==> src/rtl/sup_pkg.sv <==
package sup_pkg;
  // Indices of the persistence filters inside the supervisor.
  localparam int unsigned FLT_OV    = 0;
  localparam int unsigned FLT_UV    = 1;
  localparam int unsigned FLT_GOOD  = 2;
  localparam int unsigned FLT_COUNT = 3;

  typedef struct packed {
    logic ov;
    logic uv;
  } fault_t;
endpackage

==> src/rtl/persist_filter.sv <==
module persist_filter #(
  parameter int unsigned N = 1250
) (
  input  logic clk,
  input  logic rst_n,
  input  logic clr,
  input  logic din,
  output logic q
);
  localparam int unsigned CW = (N > 1) ? $clog2(N) : 1;
  localparam logic [CW-1:0] LAST = CW'(N - 1);

  logic [CW-1:0] cnt_q, cnt_d;
  logic          q_q, q_d;

  always_comb begin
    q_d   = q_q;
    cnt_d = cnt_q;
    if (clr) begin
      q_d   = 1'b0;
      cnt_d = '0;
    end else if (din == q_q) begin
      cnt_d = '0;
    end else if (cnt_q == LAST) begin
      q_d   = din;
      cnt_d = '0;
    end else begin
      cnt_d = cnt_q + 1'b1;
    end
  end

  always_ff @(posedge clk or negedge rst_n) begin
    if (!rst_n) begin
      q_q   <= 1'b0;
      cnt_q <= '0;
    end else begin
      q_q   <= q_d;
      cnt_q <= cnt_d;
    end
  end

  assign q = q_q;

  // the output only moves after a full window of disagreement, or on clear
  assert_window_R3: assert property (@(posedge clk) disable iff (!rst_n)
    (q_q != $past(q_q)) |-> ($past(clr) || ($past(cnt_q) == LAST && $past(din) == q_q)));
endmodule

==> src/rtl/fault_latch.sv <==
module fault_latch
  import sup_pkg::*;
(
  input  logic   clk,
  input  logic   rst_n,
  input  logic   clr,
  input  logic   ov_qual,
  input  logic   uv_qual,
  output fault_t fault
);
  fault_t f_q, f_d;

  always_comb begin
    f_d = f_q;
    if (clr) begin
      f_d = '0;
    end else if (!f_q.ov && !f_q.uv) begin
      if (ov_qual)      f_d.ov = 1'b1;   // over-voltage wins a tie
      else if (uv_qual) f_d.uv = 1'b1;
    end
  end

  always_ff @(posedge clk or negedge rst_n) begin
    if (!rst_n) f_q <= '0;
    else        f_q <= f_d;
  end

  assign fault = f_q;

  assert_exclusive_R6: assert property (@(posedge clk) disable iff (!rst_n)
    $onehot0({f_q.ov, f_q.uv}));
  assert_ov_hold_R4: assert property (@(posedge clk) disable iff (!rst_n)
    (f_q.ov && !clr) |=> f_q.ov);
  assert_uv_hold_R5: assert property (@(posedge clk) disable iff (!rst_n)
    (f_q.uv && !clr) |=> f_q.uv);
  assert_clear_R7: assert property (@(posedge clk) disable iff (!rst_n)
    clr |=> (!f_q.ov && !f_q.uv));
  assert_tie_R6: assert property (@(posedge clk) disable iff (!rst_n)
    (!clr && !f_q.ov && !f_q.uv && ov_qual) |=> (f_q.ov && !f_q.uv));
endmodule

==> src/rtl/pgood_supervisor.sv <==
module pgood_supervisor
  import sup_pkg::*;
#(
  parameter int unsigned DEGLITCH_CYCLES = 1250
) (
  input  logic clk,
  input  logic rst_n,
  input  logic supply_ok,
  input  logic enable,
  input  logic soft_done,
  input  logic over_flag,
  input  logic under_flag,
  input  logic at90_flag,
  input  logic hot_flag,
  output logic pgood,
  output logic ov_fault,
  output logic uv_fault,
  output logic lowside_on,
  output logic hiz_out,
  output logic pwm_suspend
);
  // Reset: asserted asynchronously, released on a clock edge.
  logic [1:0] rst_sync_q;
  logic       rst_n_s;

  always_ff @(posedge clk or negedge rst_n) begin
    if (!rst_n) rst_sync_q <= 2'b00;
    else        rst_sync_q <= {rst_sync_q[0], 1'b1};
  end
  assign rst_n_s = rst_sync_q[1];

  logic run, clr;
  assign run = supply_ok & enable;
  assign clr = ~run;

  logic [FLT_COUNT-1:0] flt_in, flt_q;
  assign flt_in[FLT_OV]   = over_flag;
  assign flt_in[FLT_UV]   = under_flag & soft_done;
  assign flt_in[FLT_GOOD] = soft_done & at90_flag & ~over_flag & ~under_flag;

  for (genvar i = 0; i < FLT_COUNT; i++) begin : g_flt
    persist_filter #(.N(DEGLITCH_CYCLES)) u_flt (
      .clk  (clk),
      .rst_n(rst_n_s),
      .clr  (clr),
      .din  (flt_in[i]),
      .q    (flt_q[i])
    );
  end

  fault_t fault;

  fault_latch u_latch (
    .clk    (clk),
    .rst_n  (rst_n_s),
    .clr    (clr),
    .ov_qual(flt_q[FLT_OV]),
    .uv_qual(flt_q[FLT_UV]),
    .fault  (fault)
  );

  // Over-temperature pause: registered, enabled only while running.
  logic hot_q, hot_d;
  always_comb begin
    hot_d = 1'b0;
    if (run) hot_d = hot_flag;
  end

  always_ff @(posedge clk or negedge rst_n_s) begin
    if (!rst_n_s) hot_q <= 1'b0;
    else          hot_q <= hot_d;
  end

  logic any_fault;
  assign any_fault   = fault.ov | fault.uv;
  assign pgood       = flt_q[FLT_GOOD] & ~any_fault;
  assign ov_fault    = fault.ov;
  assign uv_fault    = fault.uv;
  assign lowside_on  = fault.ov;
  assign hiz_out     = fault.uv;
  assign pwm_suspend = hot_q | any_fault;

  assert_fault_kills_pgood_R9: assert property (@(posedge clk) disable iff (!rst_n_s)
    (ov_fault || uv_fault) |-> !pgood);
  assert_pgood_needs_soft_R2: assert property (@(posedge clk) disable iff (!rst_n_s)
    $rose(pgood) |-> ($past(soft_done) && $past(at90_flag)));
  assert_hot_suspends_R8: assert property (@(posedge clk) disable iff (!rst_n_s)
    (run && hot_flag) |=> pwm_suspend);
  assert_stop_drops_pgood_R7: assert property (@(posedge clk) disable iff (!rst_n_s)
    !run |=> !pgood);
endmodule

==> config.mk <==
export PLATFORM = sky130hd
export DESIGN_NAME = pgood_supervisor
export DESIGN_NICKNAME = d
export VERILOG_FILES = /design/src/rtl/sup_pkg.sv /design/src/rtl/persist_filter.sv /design/src/rtl/fault_latch.sv /design/src/rtl/pgood_supervisor.sv
export SDC_FILE = /design/constraint.sdc
export NUM_CORES = 1
export LEC_CHECK = 0
export BUFFER_PORTS_ARGS = -buffer_cell sky130_fd_sc_hd__buf_2
export CORE_ASPECT_RATIO = 0.9
export CORE_MARGIN = 3
export CORE_UTILIZATION = 30
export CTS_BUF_LIST = sky130_fd_sc_hd__clkbuf_4 sky130_fd_sc_hd__clkbuf_8 sky130_fd_sc_hd__clkbuf_16
export CTS_CLUSTER_SIZE = 20
export DETAILED_ROUTE_END_ITERATION = 7
export PLACE_DENSITY_LB_ADDON = 0.12
export SYNTH_ARGS = -nofsm -noshare
export SYNTH_HDL_FRONTEND = slang
export SYNTH_HIERARCHICAL = 1
export SYNTH_SLANG_ARGS = --single-unit
==> constraint.sdc <==
create_clock -name clk -period 1.36 [get_ports clk]
set_input_delay 0.272 -clock clk [delete_from_list [all_inputs] [get_ports clk]]
set_output_delay 0.272 -clock clk [all_outputs]
set_load 0.005 [all_outputs]
==> flow_summary.ini <==
[place]
port_buffers = 14
dp_hpwl_mm = 3.589
place.gp.congestion = 0.7605
dp_cells = 359

[sta]
hold_slack_ps = 220.0
setup_tns_ps = -5654
period_share_pct = 116.5
fin_skew_ps = 5.089
slew_viol_final = 0
setup_viol = 35
setup_slack_ps = -224.1
rsz0062_at_grt = true
final.min_clock_period_ps = 1584
fmax_mhz = 631.3
finalHoldViolations = 0

[global_routing]
antenna_found_initial = 0
grt_remaining_overflow = 0
grt_max_degree = 40
first_global_vias = 1870
grt_usage_pct = 13.17
grt_first_pass_wirelength_mm = 9.039

[critical_path]
max_stage_delay_ps = 550
cp_max_fo = 5
cp_slowest_cell = or4b_4
crit_path_start_kind = flop
crit_type = flop to flop
crit_chain = or4b_4, nor4_4, buf_6, mux2i_1
crit_required_ps = 1580
crit_buf_inv = 1
crit_arrival_ps = 1800
critPathTopFamily = simple AND/OR/NAND/NOR gates
crit_path_end_kind = flop

[clocking]
clock-sinks = 41
numCtsBuffers = 5
htreeDepth = 2
clockBufferDepth = 2
cts_tree = built
cts_root_buffer = clkbuf_8
path_clk_slew_ps = 80
clock_latency_ps = 300

[floorplanning]
core_area_um2 = 7148
start_util_pct = 31.28
row_count = 29
ios = 15
die_area_um2 = 8526
die_h_um = 87.90
die_w_um = 97

[synthesis]
synthesis.nets = 218
syn_area_um2 = 2236
ys_seq_elements = 41
synth-seq-area-share_pct = 45.89
syn_inst = 203
synth.avg_cell_area_um2 = 11.01
yosysUniqueCellTypes = 35
yosys_warnings = 6

[worst_hold_path]
hold_class = primary input to flop

[cells_and_area]
final_nets = 305
instances_no_fill = 384
n_antenna_cell = 0
drive_above_1_share_pct = 52.23
area_delta_synth_final_pct = 48.07

[status]
violations = negative setup slack
status = finished with violations

[power]
p_leak_nw = 1.298
pwr_density_cell_nw_per_um2 = 758.8
vdd_drop_max_uv = 548.1
fin_total_pwr_mw = 2.512

[route]
drtAntennaViolNets = 0
drtIter0Drc = 39
drt-total-wl_mm = 5.518
avgViaCountPerCell = 4.958
dr.pass1.iters = 4
wire_per_inst_um = 14.37
drc = 0
vias = 1904

[flow_run]
maxCapViolations = 0
## registers in the layout, indices dropped and copies added, names as in the netlist
name               flops
g_flt.u_flt/cnt_q     33
g_flt.u_flt/q          3
rst_sync_q             2
u_latch/fault          2
hot_q                  1
## kinds of logic after synthesis
kind of cell | synth area share, %
other | 0.1677
buffers and inverters | 3.525
adder cells (fa/ha/maj) | 3.357
multiplexers | 1.343
AO/OA/AOI/OAI | 12.03
XOR/XNOR | 4.701
flip-flops | 45.89
AND/OR/NAND/NOR | 28.99
## stage by stage
stage	setup WS, ps	instance area (um^2)	util [%]
final	-224.1	3311	46.32
after global routing	-300.1	3311	46.32
after CTS	-218.9	3080	43.09
after detailed placement	-275.9	2816	39.40
after global placement	-246.5	2816	39.40
after floorplan	-164.0	2236	-
## repair_timing
action,4_1_cts,5_1_grt
gates resized for setup,18,24
buffers inserted,5,11
endpoints found under the hold margin,2,0
hold buffers,1,0
gates cloned,1,1
endpoints found under the setup margin,35,42
pin swaps,6,3
## layer usage
layer  routed length (um)  share of wire (%)  global-route usage (%)
met3                  137                2.5                   2.627
met5                    0                  0                       0
met2                 2539                 46                   20.43
met4                   60                1.1                   3.827
met1                 2781                 50                   18.76
## worst paths after layout
kind | slack, ps | cells after the start | start | to
min | 220 | 2 | hot_flag | hot_q
max reg2reg | -220 | 4 | g_flt[1].u_flt/cnt_q[3] | g_flt[1].u_flt/q
min reg2reg | 240 | 1 | rst_sync_q[1] | g_flt[0].u_flt/cnt_q[9]
min in group asynchronous | 240 | 1 | rst_sync_q[1] | g_flt[0].u_flt/cnt_q[9]
max | -220 | 4 | g_flt[1].u_flt/cnt_q[3] | g_flt[1].u_flt/q
max in group asynchronous | 910 | 1 | rst_sync_q[1] | g_flt[2].u_flt/cnt_q[6]
## synthesized netlist by cell type (all sizes together)
| cell | number | share of area (%) |
|---|---|---|
| nand2b | 10 | 2.8 |
| o31ai | 6 | 2.0 |
| a21oi | 2 | 0.45 |
| o21ai | 9 | 2.0 |
| o21bai | 3 | 1.0 |
| nand2 | 10 | 1.7 |
| buf | 5 | 2.2 |
| xor2 | 9 | 3.5 |
| or3b | 1 | 0.39 |
| and3 | 1 | 0.28 |
| or4b | 3 | 1.8 |
| conb | 1 | 0.17 |
| clkbuf | 3 | 0.50 |
| nand3 | 9 | 3.7 |
| inv | 5 | 0.84 |
| and2 | 1 | 0.28 |
| ha | 6 | 3.4 |
| or4 | 6 | 2.5 |
| or3 | 10 | 3.3 |
| nor3 | 18 | 4.0 |
| nor3b | 1 | 0.34 |
| nor4bb | 1 | 0.45 |
| xnor2 | 3 | 1.2 |
| dfrtp | 41 | 46 |
| a211oi | 15 | 5.7 |
| a31oi | 3 | 0.84 |
| mux2i | 3 | 1.3 |
| nor4b | 3 | 1.2 |
| nand4 | 12 | 3.4 |
| nor4 | 3 | 2.9 |
## placed cells by master (no fill, tap or decap), types with 6 or more instances in the layout
cell type / count
dfrtp_1: 39
o31ai_1: 6
buf_4: 60
a211oi_2: 15
or3_2: 9
nand2_1: 9
o21ai_0: 9
nand2b_1: 10
nand4_1: 12
nor3_2: 13
buf_2: 11
xor2_1: 9
nand3_1: 6
buf_6: 10
## power by group
part	internal, mW	switching (mW)
clock	0.730	0.450
combinational	0.0459	0.0568
sequential	1.22	0.00470
## layout make-up
cell class	count	area, um^2
fill	663	3837
timing repair buffer	86	708.2
clock buffer	5	68.82
tap	93	116.4
multi-input combinational	151	1305
inverter	5	18.77
clock inverter	3	65.06
sequential	41	1028
Power figures use the tool's default switching activity.
